**src/rtl/pg_mon_pkg.sv**
```systemverilog
package pg_mon_pkg;
    typedef enum logic [2:0] {
        CH_OFF,
        CH_GOOD,
        CH_QUAL,
        CH_LOW,
        CH_HOLD
    } chan_state_e;

    typedef enum logic [1:0] {
        TO_IDLE,
        TO_COUNT,
        TO_FIRED
    } tmo_state_e;
endpackage

```
**src/rtl/pg_tick.sv**
```systemverilog
module pg_tick #(
    parameter int CYC_PER_US = 100,
    parameter int US_PER_MS  = 1000
) (
    input  logic clk,
    input  logic rst_n,
    output logic us_tick,
    output logic ms_tick
);
    localparam int UW = $clog2(CYC_PER_US + 1);
    localparam int MW = $clog2(US_PER_MS + 1);

    logic [UW-1:0] cyc_q;
    logic [MW-1:0] us_q;

    assign us_tick = (cyc_q == UW'(CYC_PER_US - 1));
    assign ms_tick = us_tick && (us_q == MW'(US_PER_MS - 1));

    always_ff @(posedge clk) begin
        if (!rst_n) begin
            cyc_q <= '0;
            us_q  <= '0;
        end else begin
            cyc_q <= us_tick ? '0 : cyc_q + UW'(1);
            if (us_tick) begin
                us_q <= ms_tick ? '0 : us_q + MW'(1);
            end
        end
    end
endmodule

```
**src/rtl/pg_chan.sv**
```systemverilog
module pg_chan
    import pg_mon_pkg::*;
#(
    parameter int QUAL_US = 25,
    parameter int HOLD_US = 250
) (
    input  logic clk,
    input  logic rst_n,
    input  logic us_tick,
    input  logic en,
    input  logic low,
    output logic bad
);
    localparam int LIM = (QUAL_US > HOLD_US) ? QUAL_US : HOLD_US;
    localparam int CW  = $clog2(LIM + 1);

    chan_state_e st_q, st_d;
    logic [CW-1:0] cnt_q, cnt_d;

    always_ff @(posedge clk) begin
        if (!rst_n) begin
            st_q  <= CH_OFF;
            cnt_q <= '0;
        end else begin
            st_q  <= st_d;
            cnt_q <= cnt_d;
        end
    end

    always_comb begin
        st_d  = st_q;
        cnt_d = cnt_q;
        if (!en) begin
            st_d  = CH_OFF;
            cnt_d = '0;
        end else begin
            unique case (st_q)
                CH_OFF:  st_d = CH_GOOD;
                CH_GOOD: begin
                    if (low) begin
                        st_d  = CH_QUAL;
                        cnt_d = '0;
                    end
                end
                CH_QUAL: begin
                    if (!low) begin
                        st_d = CH_GOOD;
                    end else if (us_tick) begin
                        if (cnt_q >= CW'(QUAL_US)) st_d = CH_LOW;
                        else                       cnt_d = cnt_q + CW'(1);
                    end
                end
                CH_LOW: begin
                    if (!low) begin
                        st_d  = CH_HOLD;
                        cnt_d = '0;
                    end
                end
                CH_HOLD: begin
                    if (low) begin
                        st_d = CH_LOW;
                    end else if (us_tick) begin
                        if (cnt_q >= CW'(HOLD_US)) st_d = CH_GOOD;
                        else                       cnt_d = cnt_q + CW'(1);
                    end
                end
                default: st_d = CH_OFF;
            endcase
        end
    end

    always_comb begin
        bad = (st_q == CH_LOW) || (st_q == CH_HOLD);
    end
endmodule

```
**src/rtl/pg_timeout.sv**
```systemverilog
module pg_timeout
    import pg_mon_pkg::*;
#(
    parameter int TIMEOUT_MS = 14
) (
    input  logic clk,
    input  logic rst_n,
    input  logic ms_tick,
    input  logic pg_low,
    input  logic mask,
    output logic pulse,
    output logic sticky
);
    localparam int CW = $clog2(TIMEOUT_MS + 1);

    tmo_state_e st_q, st_d;
    logic [CW-1:0] cnt_q, cnt_d;
    logic fire_d, pulse_q, sticky_q;

    always_ff @(posedge clk) begin
        if (!rst_n) begin
            st_q     <= TO_IDLE;
            cnt_q    <= '0;
            pulse_q  <= 1'b0;
            sticky_q <= 1'b0;
        end else begin
            st_q     <= st_d;
            cnt_q    <= cnt_d;
            pulse_q  <= fire_d;
            sticky_q <= sticky_q | fire_d;
        end
    end

    always_comb begin
        st_d   = st_q;
        cnt_d  = cnt_q;
        fire_d = 1'b0;
        unique case (st_q)
            TO_IDLE: begin
                if (pg_low) begin
                    st_d  = TO_COUNT;
                    cnt_d = '0;
                end
            end
            TO_COUNT: begin
                if (!pg_low) begin
                    st_d = TO_IDLE;
                end else if (ms_tick) begin
                    if (cnt_q >= CW'(TIMEOUT_MS)) begin
                        st_d   = TO_FIRED;
                        fire_d = !mask;
                    end else begin
                        cnt_d = cnt_q + CW'(1);
                    end
                end
            end
            TO_FIRED: begin
                if (!pg_low) st_d = TO_IDLE;
            end
            default: st_d = TO_IDLE;
        endcase
    end

    always_comb begin
        pulse  = pulse_q;
        sticky = sticky_q;
    end
endmodule

```
**src/rtl/pg_monitor.sv**
```systemverilog
module pg_monitor #(
    parameter int NUM_REG    = 4,
    parameter int CYC_PER_US = 100,
    parameter int US_PER_MS  = 1000,
    parameter int QUAL_US    = 25,
    parameter int HOLD_US    = 250,
    parameter int TIMEOUT_MS = 14
) (
    input  logic               clk,
    input  logic               rst_n,
    input  logic [NUM_REG-1:0] reg_en,
    input  logic [NUM_REG-1:0] reg_low,
    input  logic [NUM_REG-1:0] slew_act,
    input  logic [NUM_REG-1:0] slew_mask,
    input  logic               to_mask,
    output logic               pwr_ok,
    output logic [NUM_REG-1:0] pg_status,
    output logic               to_fault_pulse,
    output logic               to_fault_sticky
);
    logic us_tick, ms_tick;
    logic [NUM_REG-1:0] bad;
    logic [NUM_REG-1:0] slew_hit;
    logic pwr_ok_q;

    pg_tick #(
        .CYC_PER_US(CYC_PER_US),
        .US_PER_MS (US_PER_MS)
    ) u_tick (
        .clk    (clk),
        .rst_n  (rst_n),
        .us_tick(us_tick),
        .ms_tick(ms_tick)
    );

    for (genvar i = 0; i < NUM_REG; i++) begin : g_chan
        pg_chan #(
            .QUAL_US(QUAL_US),
            .HOLD_US(HOLD_US)
        ) u_chan (
            .clk    (clk),
            .rst_n  (rst_n),
            .us_tick(us_tick),
            .en     (reg_en[i]),
            .low    (reg_low[i]),
            .bad    (bad[i])
        );
    end

    assign slew_hit = slew_act & ~slew_mask & reg_en;

    always_ff @(posedge clk) begin
        if (!rst_n) pwr_ok_q <= 1'b1;
        else        pwr_ok_q <= !((|bad) || (|slew_hit));
    end

    pg_timeout #(
        .TIMEOUT_MS(TIMEOUT_MS)
    ) u_tmo (
        .clk    (clk),
        .rst_n  (rst_n),
        .ms_tick(ms_tick),
        .pg_low (!pwr_ok_q),
        .mask   (to_mask),
        .pulse  (to_fault_pulse),
        .sticky (to_fault_sticky)
    );

    assign pwr_ok    = pwr_ok_q;
    assign pg_status = ~bad;
endmodule

```
**config.mk**
```make
export PLATFORM = sky130hd
export DESIGN_NAME = pg_monitor
export DESIGN_NICKNAME = d
export VERILOG_FILES = /design/src/rtl/pg_mon_pkg.sv /design/src/rtl/pg_tick.sv /design/src/rtl/pg_chan.sv /design/src/rtl/pg_timeout.sv /design/src/rtl/pg_monitor.sv
export SDC_FILE = /design/constraint.sdc
export NUM_CORES = 1
export LEC_CHECK = 0
export BUFFER_PORTS_ARGS = -buffer_cell sky130_fd_sc_hd__buf_2
export CORE_ASPECT_RATIO = 1.25
export CORE_UTILIZATION = 60
export DETAILED_ROUTE_END_ITERATION = 10
export HOLD_SLACK_MARGIN = 0.06
export PLACE_DENSITY = 0.79
export SLEW_MARGIN = 20
export SYNTH_ARGS = -nofsm -noshare
export SYNTH_HDL_FRONTEND = slang
export SYNTH_SLANG_ARGS = --single-unit
```
**constraint.sdc**
```tcl
create_clock -name clk -period 3.2 [get_ports clk]
set_clock_uncertainty 0.05 [all_clocks]
set_input_delay 0.64 -clock clk [delete_from_list [all_inputs] [get_ports clk]]
set_output_delay 0.64 -clock clk [all_outputs]
set_load 0.01 [all_outputs]
```
# After elaboration in Yosys (flattened, before gate mapping)
# Index checks and enable logic that the tools add are counted.
# Widths: inputs -> output; s select.
# totals
reg_bits	70
in_bits	19
out_inout_bits	7
# op_classes
addsub	7
order_cmp	9
eq_ne	75
muxes	88
bitwise	6
n_reduce_logical	35
# ops
op	count
$mux 8	32
$pmux 8 s4	4
$mux 3	32
$ne 2x2->1 const B	37
$pmux 3 s5	4
$reduce_and 9->1	4
$add 8x1->8 const B	4
$ge 8x5->1 const B	4
$ge 8x8->1 const B	4
$ne 3x2->1 const B	9
$ne 3x3->1 const B	9
$eq 3x2->1 const B	8
$reduce_and 6->1	4
$mux 4	4
$reduce_bool 4->1	4
$eq 3x1->1 const B	4
$eq 3x3->1 const B	4
$logic_not 3->1	4
$add 10x1->10 const B	1
$eq 10x10->1 const B	1
$mux 10	1
$mux 2	5
$and 4x4->4	2
$not 4->4	2
21 further kinds	33

# Logic depth before layout (Yosys ltp)
# logic_depth
word_depth	6
mapped_depth	8
mapped_depth_nobuf	7

# Hierarchy
# From an unflattened synthesis, not the netlist that was laid out.
# hier_totals
cells_unflattened	518
area_unflattened_um2	4366.7
# modules_own_cells
mod	n_inst	cells_each	area_per_inst_um2
pg_chan	4	94	774.5
pg_tick	1	84	769.5
pg_timeout	1	44	410.4
pg_monitor	1	14	88.8

# Worst setup path after synthesis
# Ideal clock, no wire load.
# synth_timing
path_kind	in2reg
from	input port reg_low[1]
to	register g_chan[1].u_chan.cnt_q[5]
setup_ps	118
t_arrival_ps	2214
slack_ps	819
stages	7
path_buffers	2
path_cell_list	clkbuf_2 > or4b_2 > a211oi_1 > o32a_1 > clkbuf_1 > nand3_1 > o2111a_1
# synth_via
elab_chain_len	2
word_cells_on_any_way	5
# synth_rtl
element	line	text
from (decl)	pg_monitor.sv:12	input logic [NUM_REG-1:0] reg_low,
$ne 2x2->1 (no line)	--	
$reduce_and 9->1 (no line) (*)	--	
to (signal assigned)	pg_chan.sv:26	cnt_q <= cnt_d;
to (decl)	pg_chan.sv:18	logic [CW-1:0] cnt_q, cnt_d;
# Mark *: on every way between the ends. The rest lies on a longest branch, timed or not.
# A chain may end at the register's enable or synchronous reset.

# Final worst setup path
# layout_timing
from	register u_tick.cyc_q[0]
to	register g_chan[2].u_chan.cnt_q[4]
# layout_via
elab_chain_len	3
word_cells_on_any_way	4
# layout_rtl
element	line	text
from (decl)	pg_tick.sv:13	logic [UW-1:0] cyc_q;
from (signal assigned)	pg_tick.sv:24	cyc_q <= us_tick ? '0 : cyc_q + UW'(1);
$eq 7x7->1 (*)	pg_tick.sv:16	assign us_tick = (cyc_q == UW'(CYC_PER_US - 1));
$ne 2x2->1 (no line)	--	
$reduce_and 9->1 (no line) (*)	--	
to (signal assigned)	pg_chan.sv:26	
to (decl)	pg_chan.sv:18	
# Marks and branches as above.

==> results.yml <==
setup_path:
  cp-start-kind: "flip-flop"
  path_class: "flip-flop to flip-flop"
  crit_start: "u_tick.cyc_q[0]"
  r2r-end: "g_chan[2].u_chan.cnt_q[4]"
  r2r_slack_ns: 0.51
  cp-endpoint: "g_chan[2].u_chan.cnt_q[4]"
  cp.arrival_ns: 2.87
  endpoint_kind: "flip-flop"
  rr_worst_depth: 6
  path_max_fanout: 8
  reg2reg_from: "u_tick.cyc_q[0]"
  required_ns: 3.38
floorplan:
  io_pins: 26
  die_area_um2: 7430
  start_util: 0.635
  rows: 33
  die_h_um: 96.1
  coreArea_um2: 6690
  die_w_um: 77.3
route:
  drt_wl_total_mm: 9.60
  routedWlPerCell_um: 15.3
  drtIter0Drc: 209
  drt-pass1-iter-count: 7
  via_per_inst: 6.35
  drc: 0
  ant_nets: 0
  vias: 3972
placed_design:
  place_area_um2: 4400
  io_buffers: 25
  hpwl_mm: 6.94
  preCtsSetupSlack_ns: 0.566
  routabilityCongestion: 0.876
clock_tree:
  cts.clk_slew.worst_paths_ns: 0.07
  htreeDepth: 3
  cts_tree: "built"
  post-cts-setup-buffers: 0
  cts_buffers: 9
  cts-root-buf: "clkbuf_8"
  max-clock-path-buffers: 2
  worstSkewPairLatency_ns: 0.35
  cts_sinks: 70
  cts.repair.resized: 0
  cts_hold_buffers: 0
pwr:
  leakagePower_nw: 1.63
  p_seq_frac: 0.523
  clkPwrFrac: 0.410
  peakVddDrop_mv: 0.296
  p_total_mw: 1.71
  p_per_area_nw_per_um2: 373
  power_switching_uw: 397
  intPower_mw: 1.32
  switching_share: 0.232
  power_frac_comb: 0.066
global_routing:
  antenna_found_initial: 0
  grt_pass1_wl_mm: 15.8
  grt_start_max_net_pins: 27
  gr-total-overflow: 0
  grt_pass1_vias: 3539
  grt_use_total: 0.268
layout:
  n_fill_cell: 588
  fin_area_um2: 4590
  area_growth_pct: 8.07
  n_antenna_cell: 0
  nets: 575
  drive_gt1_frac: 0.106
synth:
  yosys.area.top_type_share: 0.330
  syn-num-nets: 559
  synthArstFlopShare: 0
  synth_ff_type: "dfxtp_1"
  yosys-top-cells-area: "dfxtp_1 33%, ha_1 5.9%, nor2_1 4.2%"
  synthCells: 520
  synth_edf_count: 0
  synth_most_common_cell: "dfxtp_1"
  synth-seq-area-share: 0.330
  netlist_area_um2: 4250
  syn-mean-instance-area_um2: 8.17
  ys_types: 68
  ys_ff_latch: 70
  synth_top_cell_by_area: "dfxtp_1"
  synth_common_cells: "70 x dfxtp_1, 47 x nor2_1, 44 x nand2_1"
  ys_warn_count: 0
sta:
  tightest_slew_ns: 0.714
  fin_crit_sh: 0.839
  period_minus_slack_ns: 2.69
  fin_setup_tns_ns: 0
  rsz0062_at_grt: "false"
  max_slew_margin: 0.520
  hold_viol_final: 0
  setup_slack_ns: 0.514
  drv_slew: 0
  setup_viol: 0
  max_freq_mhz: 372
run:
  drv_cap: 0
run_status:
  status: "finished clean"
hold_path:
  min_path_type: "flip-flop to flip-flop"
## power by group through the flow
stage | sequential (mW) | clock [mW] | combinational [mW]
after floorplan | 0.906 | 0 | 0.0886
after global placement | 0.916 | 0 | 0.110
after detailed placement | 0.916 | 0 | 0.112
after CTS | 0.896 | 0.714 | 0.112
after global routing | 0.898 | 0.752 | 0.124
final | 0.897 | 0.703 | 0.114
## cell type report
type	instances	area, µm²	area share
clock inverters	1	30.0	0.00654
inverters	24	90.1	0.0196
clock buffers	13	159	0.0346
well taps	87	109	0.0237
multi-input cells	404	2660	0.580
repair buffers	27	140	0.0305
flip-flops and latches	70	1400	0.305
## layer usage
layer / share of wire / wire length (µm) / global-route usage
met1: 0.44 / 4270 / 0.319
met4: 0.027 / 256 / 0.129
met3: 0.037 / 355 / 0.0474
met2: 0.49 / 4720 / 0.471
met5: 0 / 0 / 0
## state kept, by name, indices dropped and copies added, names as in the netlist
signal               flops
g_chan.u_chan.cnt_q     32
g_chan.u_chan.st_q      12
u_tick.us_q             10
u_tick.cyc_q             7
u_tmo.cnt_q              4
u_tmo.st_q               2
pwr_ok                   1
u_tmo.pulse              1
u_tmo.sticky             1
## worst max-delay path, stage by stage (launching register included)
cell	delay (ns)
dfxtp_1	0.35
ha_1	0.22
or4b_1	0.62
nor2_2	0.40
o22a_1	0.29
nand3_1	0.23
o41ai_1	0.41
## metrics by stage
stage | cells | utilization | hold slack (ns)
final | 626 | 0.687 | 0.404
after global routing | 626 | 0.687 | 0.410
after CTS | 626 | 0.687 | 0.401
after detailed placement | 612 | 0.658 | 0.392
after global placement | 612 | 0.658 | 0.380
after floorplan | 520 | - | 0.368
## worst min path at each step
stage	startpoint	endpoint	slack [ns]	cells after the start
2_1_floorplan	u_tick.cyc_q[0]	u_tick.cyc_q[0]	0.37	1
3_3_place_gp	u_tick.cyc_q[0]	u_tick.cyc_q[0]	0.38	1
3_5_place_dp	u_tick.cyc_q[0]	u_tick.cyc_q[0]	0.39	1
4_1_cts	u_tick.cyc_q[0]	u_tick.cyc_q[0]	0.40	1
5_1_grt	to_mask	u_tmo.pulse	0.41	2
6_report	u_tick.cyc_q[0]	u_tick.cyc_q[0]	0.40	1
## cells by family (layout without fill, tap and decap cells)
family,count (synthesis),in the layout,share of synthesized area
flops,70,70,0.330
simple gates,226,226,0.283
mux,3,3,0.00736
buf+inv,46,65,0.0436
xor+xnor,20,20,0.0412
compound gates,135,135,0.237
fa+ha+maj,20,20,0.0589
## layout by cell type (no fill, tap or decap), types with 5 or more instances in the layout
master	netlist	final
a211oi_1	7	7
a21oi_1	24	24
a221oi_1	6	6
a311oi_1	5	5
and2_1	6	6
and3_1	12	12
buf_2	3	25
clkbuf_8	0	11
dfxtp_1	70	70
ha_1	20	20
inv_1	24	24
nand2_1	44	44
nand2b_1	10	10
nand3_1	30	30
nand3b_1	6	6
nand4_1	9	9
nor2_1	47	47
nor2b_1	8	8
nor3_1	20	20
nor3b_1	7	7
o211ai_1	12	12
o21ai_0	20	20
o22ai_1	5	5
o41ai_1	5	5
xnor2_1	12	12
xor2_1	8	8
Note: power is estimated with default switching activity, not from simulation.
